$ cat config.mk
export PLATFORM = sky130hd
export DESIGN_NAME = quad_decoder
export DESIGN_NICKNAME = d
export VERILOG_FILES = /design/src/rtl/qdec_pkg.sv /design/src/rtl/qdec_tick.sv /design/src/rtl/qdec_filt.sv /design/src/rtl/qdec_step.sv /design/src/rtl/quad_decoder.sv
export SDC_FILE = /design/constraint.sdc
export NUM_CORES = 1
export LEC_CHECK = 0
export BUFFER_PORTS_ARGS = -buffer_cell sky130_fd_sc_hd__buf_2
export CORE_UTILIZATION = 40
export CTS_CLUSTER_SIZE = 30
export DETAILED_ROUTE_END_ITERATION = 6
export PLACE_DENSITY_LB_ADDON = 0.05
export SETUP_SLACK_MARGIN = 0.02
export SKIP_CTS_REPAIR_TIMING = 1
export SYNTH_ARGS = -nofsm -noshare
export SYNTH_HDL_FRONTEND = slang
export SYNTH_SLANG_ARGS = --single-unit
$ cat constraint.sdc
create_clock -name clk -period 3.8 [get_ports clk]
set_clock_uncertainty 0.1 [all_clocks]
set_input_delay 0.76 -clock clk [delete_from_list [all_inputs] [get_ports clk]]
set_output_delay 0.76 -clock clk [all_outputs]
set_load 0.02 [all_outputs]
$ cat src/rtl/qdec_pkg.sv
package qdec_pkg;
   localparam int NFLAG   = 4;
   localparam int FLG_OVF = 0;
   localparam int FLG_UNF = 1;
   localparam int FLG_IDX = 2;
   localparam int FLG_ERR = 3;

   // ordinal of a phase state along the up direction 00,01,11,10
   function automatic logic [1:0] phase_ord(input logic [1:0] ab);
      case (ab)
         2'b00:   return 2'd0;
         2'b01:   return 2'd1;
         2'b11:   return 2'd2;
         default: return 2'd3;
      endcase
   endfunction
endpackage

$ cat src/rtl/qdec_tick.sv
module qdec_tick #(
   parameter int DIV_W = 5
) (
   input  logic             clk,
   input  logic             rst_n,
   input  logic [DIV_W-1:0] div_i,
   output logic             tick_o
);
   logic [DIV_W-1:0] cnt_q;

   assign tick_o = (cnt_q >= div_i);

   always_ff @(posedge clk or negedge rst_n) begin
      if (!rst_n)      cnt_q <= '0;
      else if (tick_o) cnt_q <= '0;
      else             cnt_q <= cnt_q + DIV_W'(1);
   end

   // with a nonzero divider two ticks never come back to back
   a_r11_tick_spacing: assert property (@(posedge clk) disable iff (!rst_n)
      (tick_o && div_i != '0) |=> (!tick_o || div_i == '0));
endmodule

$ cat src/rtl/qdec_filt.sv
module qdec_filt #(
   parameter int SYNC_STAGES = 2,
   parameter int TM_W        = 11
) (
   input  logic            clk,
   input  logic            rst_n,
   input  logic            tick_i,
   input  logic            dbn_en_i,
   input  logic [TM_W-1:0] dbn_tm_i,
   input  logic            raw_i,
   output logic            out_o
);
   logic            smp;
   logic [TM_W-1:0] run_q;
   logic [TM_W-1:0] thr;

   generate
      if (SYNC_STAGES > 0) begin : g_sync
         logic [SYNC_STAGES-1:0] sync_q;
         always_ff @(posedge clk or negedge rst_n) begin
            if (!rst_n) sync_q <= '0;
            else begin
               sync_q[0] <= raw_i;
               for (int k = 1; k < SYNC_STAGES; k++) sync_q[k] <= sync_q[k-1];
            end
         end
         assign smp = sync_q[SYNC_STAGES-1];
      end else begin : g_nosync
         assign smp = raw_i;
      end
   endgenerate

   assign thr = (dbn_tm_i == '0) ? TM_W'(1) : dbn_tm_i;

   always_ff @(posedge clk or negedge rst_n) begin
      if (!rst_n) begin
         out_o <= 1'b0;
         run_q <= '0;
      end else if (tick_i) begin
         if (!dbn_en_i) begin
            out_o <= smp;
            run_q <= '0;
         end else if (smp == out_o) begin
            run_q <= '0;
         end else if (({1'b0, run_q} + (TM_W+1)'(1)) >= {1'b0, thr}) begin
            out_o <= smp;
            run_q <= '0;
         end else begin
            run_q <= run_q + TM_W'(1);
         end
      end
   end

   // the filtered level only moves on a sampling tick
   a_r12_hold_between_ticks: assert property (@(posedge clk) disable iff (!rst_n)
      !tick_i |=> $stable(out_o));
endmodule

$ cat src/rtl/qdec_step.sv
module qdec_step (
   input  logic [1:0] prev_i,
   input  logic [1:0] now_i,
   output logic       up_o,
   output logic       dn_o,
   output logic       err_o
);
   import qdec_pkg::*;
   logic [1:0] diff;

   always_comb begin
      diff  = phase_ord(now_i) - phase_ord(prev_i);
      up_o  = (diff == 2'd1);
      dn_o  = (diff == 2'd3);
      err_o = (diff == 2'd2);
   end
endmodule

$ cat src/rtl/quad_decoder.sv
module quad_decoder #(
   parameter int POS_W       = 16,
   parameter int ROT_W       = 16,
   parameter int DIV_W       = 5,
   parameter int TM_W        = 11,
   parameter int SYNC_STAGES = 2
) (
   input  logic                       clk,
   input  logic                       rst_n,
   input  logic                       cfg_we,
   input  logic [DIV_W-1:0]           cfg_div,
   input  logic [TM_W-1:0]            cfg_dbn_time,
   input  logic                       ctl_we,
   input  logic                       ctl_enable,
   input  logic                       ctl_pos_clr,
   input  logic                       ctl_rot_clr,
   input  logic                       ctl_rot_mode,
   input  logic                       ctl_full_clr,
   input  logic                       ctl_dbn_en,
   input  logic [qdec_pkg::NFLAG-1:0] ctl_irq_mask,
   input  logic                       sts_clr_we,
   input  logic [qdec_pkg::NFLAG-1:0] sts_clr_mask,
   input  logic                       in_a,
   input  logic                       in_b,
   input  logic                       in_idx,
   output logic [POS_W-1:0]           pos_count,
   output logic [ROT_W-1:0]           rot_count,
   output logic [qdec_pkg::NFLAG-1:0] status,
   output logic                       irq
);
   import qdec_pkg::*;

   localparam logic [POS_W-1:0] POS_MAX = {POS_W{1'b1}};
   localparam int NLINE = 3;

   generate
      if (POS_W < 2) begin : g_chk_pos
         $error("POS_W must be at least 2");
      end
      if (ROT_W < 2) begin : g_chk_rot
         $error("ROT_W must be at least 2");
      end
      if (DIV_W < 1 || TM_W < 1) begin : g_chk_cfg
         $error("DIV_W and TM_W must be at least 1");
      end
   endgenerate

   // configuration and control registers
   logic [DIV_W-1:0] div_q;
   logic [TM_W-1:0]  dbn_tm_q;
   logic             en_q, mode_q, dbn_en_q;
   logic [NFLAG-1:0] mask_q;

   always_ff @(posedge clk or negedge rst_n) begin
      if (!rst_n) begin
         div_q    <= '0;
         dbn_tm_q <= '0;
         en_q     <= 1'b0;
         mode_q   <= 1'b0;
         dbn_en_q <= 1'b0;
         mask_q   <= '0;
      end else begin
         if (cfg_we) begin
            div_q    <= cfg_div;
            dbn_tm_q <= cfg_dbn_time;
         end
         if (ctl_we) begin
            en_q     <= ctl_enable;
            mode_q   <= ctl_rot_mode;
            dbn_en_q <= ctl_dbn_en;
            mask_q   <= ctl_irq_mask;
         end
      end
   end

   // clear requests pass only while the decoder is disabled
   logic pos_clr_ok, rot_clr_ok, full_clr_ok;
   assign pos_clr_ok  = ctl_we && ctl_pos_clr  && !en_q;
   assign rot_clr_ok  = ctl_we && ctl_rot_clr  && !en_q;
   assign full_clr_ok = ctl_we && ctl_full_clr && !en_q;

   // input conditioning
   logic             tick;
   logic [NLINE-1:0] raw_lines, filt_lines;
   assign raw_lines = {in_idx, in_a, in_b};

   qdec_tick #(.DIV_W(DIV_W)) u_tick (
      .clk(clk), .rst_n(rst_n), .div_i(div_q), .tick_o(tick)
   );

   generate
      for (genvar g = 0; g < NLINE; g++) begin : g_line
         qdec_filt #(.SYNC_STAGES(SYNC_STAGES), .TM_W(TM_W)) u_filt (
            .clk(clk), .rst_n(rst_n), .tick_i(tick), .dbn_en_i(dbn_en_q),
            .dbn_tm_i(dbn_tm_q), .raw_i(raw_lines[g]), .out_o(filt_lines[g])
         );
      end
   endgenerate

   // step decode
   logic [1:0] ab_now, ab_prev_q;
   logic       idx_prev_q, idx_rise;
   logic       step_up, step_dn, step_err;
   assign ab_now   = filt_lines[1:0];
   assign idx_rise = filt_lines[2] && !idx_prev_q;

   qdec_step u_step (
      .prev_i(ab_prev_q), .now_i(ab_now),
      .up_o(step_up), .dn_o(step_dn), .err_o(step_err)
   );

   always_ff @(posedge clk or negedge rst_n) begin
      if (!rst_n) begin
         ab_prev_q  <= 2'b00;
         idx_prev_q <= 1'b0;
      end else begin
         ab_prev_q  <= ab_now;
         idx_prev_q <= filt_lines[2];
      end
   end

   // counters
   logic [POS_W-1:0] pos_q;
   logic [ROT_W-1:0] rot_q;
   logic             dir_q;
   logic             wrap_up, wrap_dn;
   assign wrap_up = en_q && step_up && (pos_q == POS_MAX);
   assign wrap_dn = en_q && step_dn && (pos_q == '0);

   always_ff @(posedge clk or negedge rst_n) begin
      if (!rst_n) begin
         pos_q <= '0;
         dir_q <= 1'b1;
      end else if (full_clr_ok) begin
         pos_q <= '0;
         dir_q <= 1'b1;
      end else if (pos_clr_ok) begin
         pos_q <= '0;
      end else if (en_q && step_up) begin
         pos_q <= pos_q + POS_W'(1);
         dir_q <= 1'b1;
      end else if (en_q && step_dn) begin
         pos_q <= pos_q - POS_W'(1);
         dir_q <= 1'b0;
      end
   end

   always_ff @(posedge clk or negedge rst_n) begin
      if (!rst_n)                     rot_q <= '0;
      else if (full_clr_ok || rot_clr_ok) rot_q <= '0;
      else if (en_q) begin
         if (!mode_q) begin
            if (idx_rise) rot_q <= dir_q ? rot_q + ROT_W'(1) : rot_q - ROT_W'(1);
         end else begin
            if (wrap_up)      rot_q <= rot_q + ROT_W'(1);
            else if (wrap_dn) rot_q <= rot_q - ROT_W'(1);
         end
      end
   end

   // sticky status
   logic [NFLAG-1:0] sts_q, sts_set, sts_clr;
   always_comb begin
      sts_set          = '0;
      sts_set[FLG_OVF] = wrap_up;
      sts_set[FLG_UNF] = wrap_dn;
      sts_set[FLG_IDX] = en_q && idx_rise;
      sts_set[FLG_ERR] = en_q && step_err;
      sts_clr          = sts_clr_we ? sts_clr_mask : '0;
   end

   always_ff @(posedge clk or negedge rst_n) begin
      if (!rst_n)                   sts_q <= '0;
      else if (full_clr_ok || !en_q) sts_q <= '0;
      else                          sts_q <= (sts_q & ~sts_clr) | sts_set;
   end

   assign pos_count = pos_q;
   assign rot_count = rot_q;
   assign status    = sts_q;
   assign irq       = |(sts_q & mask_q);

   // disabled means no flags on the following cycle
   a_r7_disabled_clears_flags: assert property (@(posedge clk) disable iff (!rst_n)
      !en_q |=> (sts_q == '0));
   // disabled and no control write leaves both counts still
   a_r7_disabled_holds_counts: assert property (@(posedge clk) disable iff (!rst_n)
      (!en_q && !ctl_we) |=> ($stable(pos_q) && $stable(rot_q)));
   // while enabled the position moves by at most one step, so no clear lands
   a_r8_enabled_single_step: assert property (@(posedge clk) disable iff (!rst_n)
      en_q |=> (pos_q == $past(pos_q) || pos_q == $past(pos_q) + POS_W'(1)
                || pos_q == $past(pos_q) - POS_W'(1)));
   // an illegal transition leaves the position and raises the error flag
   a_r3_illegal_no_count: assert property (@(posedge clk) disable iff (!rst_n)
      (en_q && step_err) |=> ($stable(pos_q) && sts_q[FLG_ERR]));
   // wrap counting mode ignores index events
   a_r6_mode1_index_ignored: assert property (@(posedge clk) disable iff (!rst_n)
      (en_q && mode_q && !ctl_we && !step_up && !step_dn) |=> $stable(rot_q));
endmodule

* Word-level counts from Yosys, hierarchy flattened *
Index checks and enable logic that the tools add are counted.

word-level totals
  register bits after elaboration = 110
  logic and storage cells = 131
  output and inout port bits = 37

operators by class
  $lt $le $gt $ge = 4
  reductions and logical operators = 31
  bitwise gates (word level) = 4
  multiplexer cells = 39
  add/sub/neg operators = 12
  equality and inequality tests = 19

operator list
  cell                     count
  $mux W16                 11
  $mux W11                 10
  $add A11 B1 Y12 const B  3
  $ge A12 B11 Y1           3
  $add A11 B1 Y11 const B  3
  $add A16 B1 Y16 const B  2
  $sub A16 B1 Y16 const B  2
  $eq A16 B16 Y1 const B   1
  $logic_not A16 Y1        1
  $logic_and A1 B1 Y1      13
  $mux W1                  13
  $pmux W2 S3              2
  $reduce_and A3 Y1        4
  $logic_not A11 Y1        1
  $and A4 B4 Y4            2
  $eq A2 B2 Y1 const B     4
  $mux W4                  2
  $ne A2 B1 Y1 const B     4
  $eq A2 B1 Y1 const B     3
  $ne A2 B2 Y1 const B     3
  $reduce_bool A3 Y1       2
  $add A5 B1 Y5 const B    1
  $ge A5 B5 Y1             1
  $mux W5                  1
  other kinds (12)         17

* Depth between registers and ports, before layout *
Gate-level depths: netlist (run 1).

  depth after elaboration = 11
  gate-level depth with buffers = 15
  mapped depth without buffers = 14

* Modules after synthesis *
Synthesis (run 1) repeated with hierarchy kept, for this count alone.

unflattened totals
  cell total of the unflattened synthesis = 804
  area total of the unflattened synthesis = 7483.4 µm²

modules (own cells, without submodules)
  module        times used  area each (µm²)  sequential area each (µm²)  cells each
  quad_decoder  1           3696.0           1577.8                      382
  qdec_filt     3           1107.3           350.3                       125
  qdec_tick     1           342.8            125.1                       33
  qdec_step     1           122.6            0.0                         14

* Worst setup path after synthesis (run 1) *
No wires, ideal clock.

  path kind = register -> register
  start = reg g_line[0].u_filt.out_o
  end = reg pos_q[15] (netlist: pos_count[15])
  setup slack = 0.122 ns
  arrival time = 3.513 ns
  path buffers = 1
  cell stages (with the launch flop) = 14
  setup time = 0.066 ns
  period minus slack after synthesis = 3.678 ns
  cells stage by stage = dfrtp_1 -> inv_1 -> ha_1 -> ha_1 -> nor2b_1 -> clkbuf_1 -> nand2_1 -> ha_1 -> or2_2 -> or4_1 -> a21oi_1 -> nor3_1 -> o31a_1 -> nand2_1

between the ends
  longest elaborated chain between the ends = 8
  elaborated cells on any way between the ends = 13
  classes of those cells = add/sub (1); eq/ne (4); mux (4); reduce/logical (4)

ends and longest elaborated chain
  item                                        RTL line             text
  start: declaration                          qdec_filt.sv:11      output logic out_o
  start signal: assignment                    qdec_filt.sv:41      out_o <= smp;
  start signal: assignment                    qdec_filt.sv:46      out_o <= smp;
  $eq A2 B2 Y1, or another cell as far along  qdec_pkg.sv:10       case (ab)
  $pmux W2 S3 (*)                             qdec_pkg.sv:10
  $sub A2 B2 Y2 (*)                           qdec_step.sv:12      diff = phase_ord(now_i) - phase_ord(prev_i);
  $eq A2 B1 Y1                                qdec_step.sv:13      up_o = (diff == 2'd1);
  $logic_and A1 B1 Y1                         quad_decoder.sv:139  end else if (en_q && step_up) begin
  $mux W16                                    quad_decoder.sv:139
  $mux W16                                    quad_decoder.sv:137  end else if (pos_clr_ok) begin
  $mux W16                                    quad_decoder.sv:134  end else if (full_clr_ok) begin
  end signal: assignment                      quad_decoder.sv:140  pos_q <= pos_q + POS_W'(1);
  end signal: assignment                      quad_decoder.sv:143  pos_q <= pos_q - POS_W'(1);
  end: declaration                            quad_decoder.sv:123  logic [POS_W-1:0] pos_q;

Every way passes the cells marked *; elsewhere a longest branch is shown, timed or not.
A chain may end at the register's enable or synchronous reset.

* Worst setup path after layout (run 1) *
  start = reg g_line[1].u_filt.out_o
  end = reg pos_q[15] (netlist: pos_count[15])

between the ends
  longest elaborated chain between the ends = 8
  elaborated cells on any way between the ends = 13
  classes of those cells = add/sub (1); eq/ne (4); mux (4); reduce/logical (4)

ends and longest elaborated chain
  item                                        RTL line
  start: declaration                          qdec_filt.sv:11
  start signal: assignment                    qdec_filt.sv:41
  start signal: assignment                    qdec_filt.sv:46
  $eq A2 B2 Y1, or another cell as far along  qdec_pkg.sv:10
  $pmux W2 S3 (*)                             qdec_pkg.sv:10
  $sub A2 B2 Y2 (*)                           qdec_step.sv:12
  $eq A2 B1 Y1                                qdec_step.sv:13
  $logic_and A1 B1 Y1                         quad_decoder.sv:139
  $mux W16                                    quad_decoder.sv:139
  $mux W16                                    quad_decoder.sv:137
  $mux W16                                    quad_decoder.sv:134

Marked as above.

==> flow_summary.toml, run 1 <==
[sta]
whs_ns = 0.2554
setup_viol = 0
rsz0062_at_grt = "no"
period_minus_slack_ns = 3.533
drv_slew = 0
tightest_slew_ns = 0.8296
finalHoldViolations = 0
period_share = 0.9298
setup-tns-final_ns = 0
slew_headroom = 0.4445
fmax_ghz = 0.2830

[grt]
antenna_found_initial = 1
grt_max_degree = 50
grt_usage = 0.1978
grt_pass1_wl_um = 28380
grt_pass1_vias = 5754
grt-ovfl-total = 0

[power]
power_w = 0.007082
power_density_nw_per_um2 = 888.1
leakage_nw = 3.781
ir_worst_vdd_uv = 754.2

[clock_network]
numClockSinks = 110
cts_tree = "yes"
numCtsBuffers = 9
cts.path.max_buffers = 2
htree_levels = 3
cts.clk_slew.worst_paths_ns = 0.08
clkLatencyLatePin_ns = 0.36
clock-root-buffer = "clkbuf_16"

[detailed_routing]
vias_per_cell = 5.504
drtPass1Iterations = 6
wl_per_cell_um = 15.99
first_iter_violations = 289
drt-total-wl_um = 16770
drc = 0
antenna_left = 0
vias = 5774

[synth]
synth.cell_area_um2 = 6973
synth_nets = 848
dominantRegCellSynth = "dfrtp_1"
yosysSeqAreaShare = 0.3949
synth_top_area_share = 0.3912
syn_inst = 747
synth_edf_count = 0
ys_ff_latch = 110
synth.distinct_cells = 65
yosys_warnings = 0
synth.largest_area_cell = "dfrtp_1"
synth-async-reset-ratio = 1.000
synth_top_cells_by_area = "dfrtp_1 (39%), ha_1 (11%), nand2_1 (5.4%)"
avgSynthCellArea_um2 = 9.335

[setup_path]
path_common_cell = "ha_1"
rr_worst_depth = 13
critPathCaptureType = "flip-flop"
critPathMaxStageDelay_ns = 0.44
critical_path_class = "reg -> reg"
reg2reg_to = "pos_count[15]$_DFFE_PN0P_"
startpoint_type = "flip-flop"
path_cells = "ha_1 -> ha_1 -> xnor3_1 -> nand2_2 -> buf_4 -> ha_1 -> a21oi_1 -> o21ai_0 -> or4_1 -> a21oi_2 -> nor3_1 -> o31a_1 -> nand2_1"
cp.required_ns = 4.00
cp_data_arrival_time_ns = 3.74
ff2ff_setup_slack_ns = 0.27
r2r-start = "g_line[1].u_filt.out_o$_DFFE_PN0P_"
crit_buf_inv = 1
crit_slowest_cell = "dfrtp_1"
cp_max_fo = 12
path_delay_family = "adder cells"

[placed_design]
dp_hpwl_um = 12290
placed_cells = 1031
dpl_cell_area_um2 = 7629
gp_congestion = 0.9092
port_buffers = 74

[layout]
fin_area_um2 = 7974
nNetsFinal = 924
fin_cells = 1049
area_growth_pct = 14.35
drive_gt1_frac = 0.1655
fillers = 1648

[floorplan]
rows = 47
die_y_um = 134.0
initial_core_util = 0.4146
core_um2 = 16820
ioPinCount = 75
fp.dieW_um = 134.0
dieArea_um2 = 17960

[worst_hold_path]
holdPathStages = 0
hold_start = "g_line[1].u_filt.g_sync.sync_q[0]$_DFF_PN0_"
hold_class = "reg -> reg"
holdPathEnd = "g_line[1].u_filt.g_sync.sync_q[1]$_DFF_PN0_"

[outcome]
status = "complete, no violations"

[run]
drv_cap = 0
[cell families (layout without fill, tap and decap cells)]
group | Yosys count | count (layout) | synth area share
flops | 110 | 110 | 0.3949
xor+xnor | 60 | 60 | 0.07949
fa+ha+maj | 65 | 65 | 0.1170
buf+inv | 52 | 133 | 0.03140
mux | 20 | 20 | 0.03176
simple gates | 275 | 275 | 0.1983
other cells | 0 | 1 | 0
compound gates | 165 | 165 | 0.1471
[cell usage in the layout, fill, tap and decap left out, types with 3 or more instances in the layout]
cell type	n
nand4_1	15
a21o_1	6
clkbuf_16	9
o31ai_1	3
nor2b_1	19
nand2_1	100
buf_2	73
o21ai_0	63
mux2_2	17
and3_1	15
buf_4	16
a22o_1	10
and2_1	5
nand2b_1	5
inv_1	27
a22oi_1	3
mux2i_1	3
o211ai_1	3
and4_1	9
or4_1	4
o22ai_1	7
dfrtp_1	109
ha_1	62
o21a_1	9
o21ai_1	11
nor2_1	36
xnor2_1	25
nor3_1	11
nand3_1	26
nor4_1	15
xor2_1	33
a21oi_1	26
[metal layers]
layer / up-vias / GRT usage / part of all wire
li1: 2833 / - / -
met1: 2812 / 0.2578 / 0.47
met2: 113 / 0.3359 / 0.49
met3: 16 / 0.03590 / 0.034
met4: 0 / 0.05493 / 0.013
met5: - / 0 / 0
[synthesized netlist by cell type, drive strengths merged (2+ instances only)]
library cell    n
nand2b          5
a22oi           3
o21a            9
o21bai          2
o21ai          74
a22o           10
o32ai           2
maj3            2
inv            27
or4             5
o22ai           8
xor2           33
nand4          15
buf             7
nor2           38
o31ai           4
nor3b           3
a31oi           2
mux2i           3
ha             62
mux2           17
a211o           2
clkbuf         18
nor2b          19
a21o            6
and3           15
o211ai          3
a21oi          27
nand3          26
nor3           11
xnor2          25
or3             2
nand2         101
o31a            2
and2            5
nor4           15
and4            9
a211oi          2
a221oi          2
dfrtp         109
[area by class of cell]
type | count | area [um2] | area share
antenna | 1 | 2.502 | 0.0003138
clock buffer | 9 | 225.2 | 0.02824
clock inverter | 7 | 87.58 | 0.01098
inverter | 27 | 101.3 | 0.01271
multi-input combinational | 585 | 4023 | 0.5045
sequential | 110 | 2754 | 0.3454
tap | 220 | 275.3 | 0.03452
timing repair buffer | 90 | 505.5 | 0.06339
[worst max path at each step]
stage | start | to | depth (start not counted)
2_1_floorplan | g_line[0].u_filt.out_o$_DFFE_PN0P_ | pos_count[15]$_DFFE_PN0P_ | 13
3_3_place_gp | g_line[1].u_filt.out_o$_DFFE_PN0P_ | pos_count[14]$_DFFE_PN0P_ | 12
3_5_place_dp | g_line[1].u_filt.out_o$_DFFE_PN0P_ | pos_count[14]$_DFFE_PN0P_ | 12
4_1_cts | g_line[1].u_filt.out_o$_DFFE_PN0P_ | pos_count[15]$_DFFE_PN0P_ | 13
5_1_grt | g_line[1].u_filt.out_o$_DFFE_PN0P_ | pos_count[15]$_DFFE_PN0P_ | 13
6_report | g_line[1].u_filt.out_o$_DFFE_PN0P_ | pos_count[15]$_DFFE_PN0P_ | 13
[state kept, by name (all words and copies together), names as in the netlist]
name and count:
g_line.u_filt.run_q 33, pos_count 16, rot_count 16, dbn_tm_q 11
g_line.u_filt.g_sync.sync_q 6, div_q 5, u_tick.cnt_q 5, mask_q 4
status 4, g_line.u_filt.out_o 3, ab_prev_q 2, dbn_en_q 1
dir_q 1, en_q 1, idx_prev_q 1, mode_q 1
[metrics by stage]
| step | worst slack, ns | utilization |
|---|---|---|
| finish | 0.2667 | 0.4741 |
| global route | 0.03943 | 0.4741 |
| CTS | 0.1263 | 0.4722 |
| detailed placement | 0.1628 | 0.4536 |
| global placement | 0.2403 | 0.4536 |
| floorplan | 0.1215 | - |
[report_power, final]
part / total [W] / switching [W] / internal, W
logic: 0.00424 / 0.00242 / 0.00182
registers: 0.00182 / 0.000365 / 0.00146
clock network: 0.00102 / 0.000493 / 0.000529
Power figures use the tool's default switching activity.
==> inputs of run 2 (changes only) <==
==> constraint.sdc (replaced) <==
create_clock -name clk -period 2.9 [get_ports clk]
set_clock_uncertainty 0.1 [all_clocks]
set_input_delay 0.58 -clock clk [delete_from_list [all_inputs] [get_ports clk]]
set_output_delay 0.58 -clock clk [all_outputs]
set_load 0.02 [all_outputs]
==> flow_summary.toml, run 2 (same netlist as run 1, synthesis figures left out) <==
[layout]
regMostFlops = "g_line.u_filt.run_q"
drive_gt1_frac = 0.3387
fin_area_um2 = 9321
layout_commonest_cell = "dfrtp_1"
largest_register_ffs = 33
nNetsFinal = 1021
fin_cells = 1144
area_growth_pct = 33.68
layout_common_cells = "dfrtp_1 (108), buf_4 (103), nand2_1 (99), buf_2 (73), ha_1 (46)"
num_antenna_cells = 0

[setup_path]
reg2reg_to = "pos_count[15]$_DFFE_PN0P_"
crit_buf_inv = 1
r2r-start = "g_line[1].u_filt.out_o$_DFFE_PN0P_"
ff2ff_setup_slack_ns = -0.24
critPathCaptureType = "flip-flop"
crit_slowest_cell = "or4_4"
cp_data_arrival_time_ns = 3.29
startpoint_type = "flip-flop"
cp.required_ns = 3.05
path_cells = "ha_4 -> ha_4 -> xnor3_2 -> nand2_8 -> buf_6 -> ha_4 -> or2_4 -> or4_4 -> a21oi_4 -> o21a_1 -> o31a_1 -> nand2_1"
path_delay_family = "simple AND/OR/NAND/NOR gates"
rr_worst_depth = 12
path_common_cell = "ha_4"
path_depth = 12
critical_path_class = "reg -> reg"
cp_max_fo = 8
critPathMaxStageDelay_ns = 0.49

[sta]
setup_ws_ns = -0.2392
drv_slew = 0
fmax_ghz = 0.3185
slew_headroom = 0.6485
finalHoldViolations = 0
rsz0062_at_grt = "yes"
period_share = 1.082
setup_viol = 10
period_minus_slack_ns = 3.139
tightest_slew_ns = 0.5224

[floorplan]
rows = 47
dieArea_um2 = 17960
die_y_um = 134.0
core_um2 = 16820
ioPinCount = 75
initial_core_util = 0.4146
fp.dieW_um = 134.0

[power]
combPwrFrac = 0.688
cell_internal_pwr_w = 0.006702
power_density_nw_per_um2 = 1281
swShare = 0.4388
p_seq_frac = 0.197
p_switching_w = 0.005240
leakage_nw = 4.357
clkPwrFrac = 0.115
ir_worst_vdd_uv = 1238
power_w = 0.01194

[placed_design]
gp_congestion = 0.8323
port_buffers = 74
placed_cells = 1101
dp_hpwl_um = 13230
dpl_cell_area_um2 = 8327

[detailed_routing]
drtPass1Iterations = 5
first_iter_violations = 236
vias = 6090
drc = 0
vias_per_cell = 5.323
drt-total-wl_um = 18420
antenna_left = 0
wl_per_cell_um = 16.10

[grt]
grt_pass1_vias = 5989
grt_usage = 0.2034
antenna_found_initial = 0
grt-ovfl-total = 0
grt_max_degree = 39
grt_pass1_wl_um = 29340

[clock_network]
cts.path.max_buffers = 2
numClockSinks = 110
cts.clk_slew.worst_paths_ns = 0.08
clkLatencyLatePin_ns = 0.35
clock-root-buffer = "clkbuf_16"
cts_tree = "yes"
htree_levels = 3
numCtsBuffers = 9

[worst_hold_path]
hold_class = "in -> async"

[run]
drv_cap = 0

[outcome]
violations = "setup timing"
status = "complete, but fails checks"
## run 2: layer usage
| metal | vias to the layer above | GRT usage | share of wire |
|---|---|---|---|
| met5 | - | 0 | 0 |
| met4 | 0 | 0.06180 | 0.011 |
| met3 | 13 | 0.02305 | 0.028 |
| met2 | 99 | 0.3362 | 0.48 |
| met1 | 2958 | 0.2794 | 0.48 |
| li1 | 3020 | - | - |
## run 2: worst register-to-register path, delay by kind of cell (launching register included)
kind            cells  cell delay, ns
buf+inv             1            0.15
flops               1            0.46
compound gates      3            0.47
fa+ha+maj           3            0.58
xor+xnor            1            0.37
simple gates        4            0.91
## run 2: worst max path at each step
stage                                            start                   endpoint
global route        g_line[0].u_filt.out_o$_DFFE_PN0P_  pos_count[15]$_DFFE_PN0P_
CTS                 g_line[1].u_filt.out_o$_DFFE_PN0P_  pos_count[15]$_DFFE_PN0P_
global placement    g_line[1].u_filt.out_o$_DFFE_PN0P_  pos_count[15]$_DFFE_PN0P_
floorplan                       ab_prev_q[0]$_DFF_PN0_  pos_count[15]$_DFFE_PN0P_
finish              g_line[1].u_filt.out_o$_DFFE_PN0P_  pos_count[15]$_DFFE_PN0P_
detailed placement  g_line[1].u_filt.out_o$_DFFE_PN0P_  pos_count[13]$_DFFE_PN0P_
## run 2: final cells by class
type	count	area [um2]
clock inverter	5	83.83
multi-input combinational	586	4598
tap	220	275.3
sequential	110	2755
clock buffer	10	239.0
timing repair buffer	186	1269
inverter	27	101.3
fill	1544	7497
## run 2: through the flow
stage	hold slack, ns	utilization	setup TNS (ns)	worst slack [ns]
global placement	0.2371	0.4951	-1.011	-0.1238
floorplan	0.1844	-	-0.07142	-0.04220
global route	0.1213	0.5542	-2.711	-0.3758
finish	0.08600	0.5542	-1.167	-0.2392
CTS	0.09704	0.5143	-2.778	-0.2422
detailed placement	0.2387	0.4951	-2.230	-0.2222
## run 2: power by group through the flow
stage / combinational [W] / sequential, W / clock [W]
3_3_place_gp: 0.00664 / 0.00235 / 0
6_report: 0.00822 / 0.00235 / 0.00137
4_1_cts: 0.00683 / 0.00233 / 0.00142
3_5_place_dp: 0.00680 / 0.00236 / 0
5_1_grt: 0.00895 / 0.00241 / 0.00147
2_1_floorplan: 0.00449 / 0.00253 / 0
==> inputs of run 3 (changes only) <==
--- a/config.mk
+++ b/config.mk
@@ -5,9 +5,10 @@
 export SDC_FILE = /design/constraint.sdc
 export NUM_CORES = 1
 export LEC_CHECK = 0
+export ABC_AREA = 1
 export BUFFER_PORTS_ARGS = -buffer_cell sky130_fd_sc_hd__buf_2
 export CORE_UTILIZATION = 40
-export CTS_CLUSTER_SIZE = 30
+export CTS_CLUSTER_SIZE = 28
 export DETAILED_ROUTE_END_ITERATION = 6
 export PLACE_DENSITY_LB_ADDON = 0.05
 export SETUP_SLACK_MARGIN = 0.02
==> flow_summary.toml, run 3 <==
[outcome]
status = "complete, but fails checks"
violations = "setup timing"

[clock_network]
htree_levels = 3
numClockSinks = 110
clock-root-buffer = "clkbuf_16"
cts.path.max_buffers = 2
cts.clk_slew.worst_paths_ns = 0.08
clkLatencyLatePin_ns = 0.37
cts_tree = "yes"
numCtsBuffers = 9

[floorplan]
core_um2 = 18890
die_y_um = 141.7
dieArea_um2 = 20090
ioPinCount = 75
initial_core_util = 0.4134
fp.dieW_um = 141.7
rows = 50

[sta]
setup_ws_ns = -0.01746
rsz0062_at_grt = "yes"
setup_viol = 1
period_share = 1.006
slew_headroom = 0.2888
drv_slew = 0
tightest_slew_ns = 1.056
period_minus_slack_ns = 2.917
finalHoldViolations = 0
fmax_ghz = 0.3428

[setup_path]
ff2ff_setup_slack_ns = -0.02
startpoint_type = "flip-flop"
critPathCaptureType = "flip-flop"
cp_max_fo = 7
cp.required_ns = 3.06
cp_data_arrival_time_ns = 3.08
critical_path_class = "reg -> reg"

[synth]
synth.distinct_cells = 47
ys_ff_latch = 110
dominantRegCellSynth = "dfrtp_1"
yosys_warnings = 0
synth_edf_count = 0
synth-async-reset-ratio = 1.000
synthMuxAreaShare = 0.001442
synth_compound_area_frac = 0.08699
yosysSeqAreaShare = 0.3526
synthXorXnorAreaFrac = 0.06280
synthAdderAreaFrac = 0.1019
avgSynthCellArea_um2 = 7.231
synth_top_cells_by_area = "dfrtp_1 (35%), nand2_1 (17%), ha_1 (9.9%)"
synth_common_cells = "nand2_1 (345), inv_1 (134), dfrtp_1 (109)"
synth.most_common_cell = "nand2_1"
synth.largest_area_cell = "dfrtp_1"
synth.cell_area_um2 = 7810
synth_top_family_by_area = "simple AND/OR/NAND/NOR gates"
synth_top_area_share = 0.3492
syn_inst = 1080
synth-simple-area-share = 0.3084
synth_nets = 1181

[worst_hold_path]
hold_class = "in -> reg"

[grt]
grt_usage = 0.2051
grt-ovfl-total = 0
grt_max_degree = 73
grt_pass1_wl_um = 32740
antenna_found_initial = 1
grt_pass1_vias = 6603

[placed_design]
port_buffers = 74
gp_congestion = 0.8627
dpl_cell_area_um2 = 8900
dp_hpwl_um = 14530
placed_cells = 1443

[layout]
nNetsFinal = 1305
drive_gt1_frac = 0.2109
area_growth_pct = 23.53
largest_register_ffs = 33
fin_cells = 1470
layout_common_cells = "nand2_1 (334), inv_1 (128), dfrtp_1 (109), nor2_1 (73), buf_2 (73)"
fin_area_um2 = 9648
regMostFlops = "g_line.u_filt.run_q"
layout_commonest_cell = "nand2_1"

[detailed_routing]
drc = 0
drtPass1Iterations = 4
wl_per_cell_um = 13.87
vias_per_cell = 4.836
antenna_left = 0
vias = 7109
first_iter_violations = 402
drt-total-wl_um = 20390

[power]
leakage_nw = 5.007
power_w = 0.01077
ir_worst_vdd_uv = 1034
power_density_nw_per_um2 = 1116

[run]
drv_cap = 0
run 3: cell types whose count changed after synthesis, moves of 16 or more:
cell,before,now
mux2_2,17,1
nand4_1,15,46
nor2_1,37,74
nand3_1,26,47
inv_1,27,134
nand2_1,101,345
nor2b_1,19,1
run 3: through the flow:
stage | setup TNS (ns) | util | hold slack (ns) | setup WS [ns]
3_5_place_dp | -1.063 | 0.4711 | 0.2347 | -0.2017
3_3_place_gp | -0.7040 | 0.4711 | 0.2367 | -0.1489
5_1_grt | -0.8205 | 0.5107 | 0.2049 | -0.1642
2_1_floorplan | 0 | - | 0.1844 | 0.02514
4_1_cts | -1.169 | 0.4874 | -0.06404 | -0.2089
6_report | -0.01746 | 0.5107 | 0.2157 | -0.01746
run 3: critical path, cell delays in order (launching register included):
cell      delay (ns)
dfrtp_1         0.42
ha_4            0.28
inv_2           0.04
ha_4            0.15
xor2_1          0.14
nand2_2         0.14
nand3_4         0.23
buf_6           0.22
ha_4            0.28
nand2_2         0.07
o21bai_4        0.20
nand2_2         0.07
nand2_2         0.08
a21boi_2        0.06
or2_4           0.23
nand3_2         0.05
o21ai_1         0.05
run 3: power breakdown:
part	total, W	leakage, nW	switching [W]	internal, W
Combinational	0.00701	3.43	0.00397	0.00304
Sequential	0.00242	1.43	0.000537	0.00188
Clock	0.00134	0.154	0.000629	0.000708
run 3: final cells by class:
class                      count  area [um2]
clock buffer                  11       242.7
tap                          260       325.3
fill                        1896        9245
clock inverter                 5       66.31
antenna                        1       2.502
timing repair buffer         143       928.4
multi-input combinational    801        4800
inverter                     139       529.3
sequential                   110        2754
run 3: cells by family (layout without fill, tap and decap cells):
family / count (synthesis) / after routing
AO/OA/AOI/OAI: 125 / 125
XOR/XNOR: 56 / 56
adder cells (fa/ha/maj): 63 / 63
buffers and inverters: 170 / 298
flip-flops: 110 / 110
multiplexers: 1 / 1
other: 0 / 1
AND/OR/NAND/NOR: 555 / 556
run 3: final timing paths:
kind / startpoint / endpoint / depth (start not counted)
hold / removal: in_b / g_line[0].u_filt.g_sync.sync_q[0]$_DFF_PN0_ / 1
max in group asynchronous: rst_n / dir_q$_DFFE_PN1P_ / 3
setup / recovery: ab_prev_q[1]$_DFF_PN0_ / pos_count[12]$_DFFE_PN0P_ / 16
setup reg to reg: ab_prev_q[1]$_DFF_PN0_ / pos_count[12]$_DFFE_PN0P_ / 16
min in group asynchronous: rst_n / dbn_tm_q[7]$_DFFE_PN0P_ / 2
hold reg to reg: g_line[1].u_filt.g_sync.sync_q[0]$_DFF_PN0_ / g_line[1].u_filt.g_sync.sync_q[1]$_DFF_PN0_ / 0
run 3: metal layers:
metal | GRT usage | part of all wire | wire [um]
met4 | 0.04527 | 0.011 | 216
met1 | 0.2891 | 0.50 | 10170
met2 | 0.3280 | 0.46 | 9442
met3 | 0.03510 | 0.028 | 562
met5 | 0 | 0 | 0
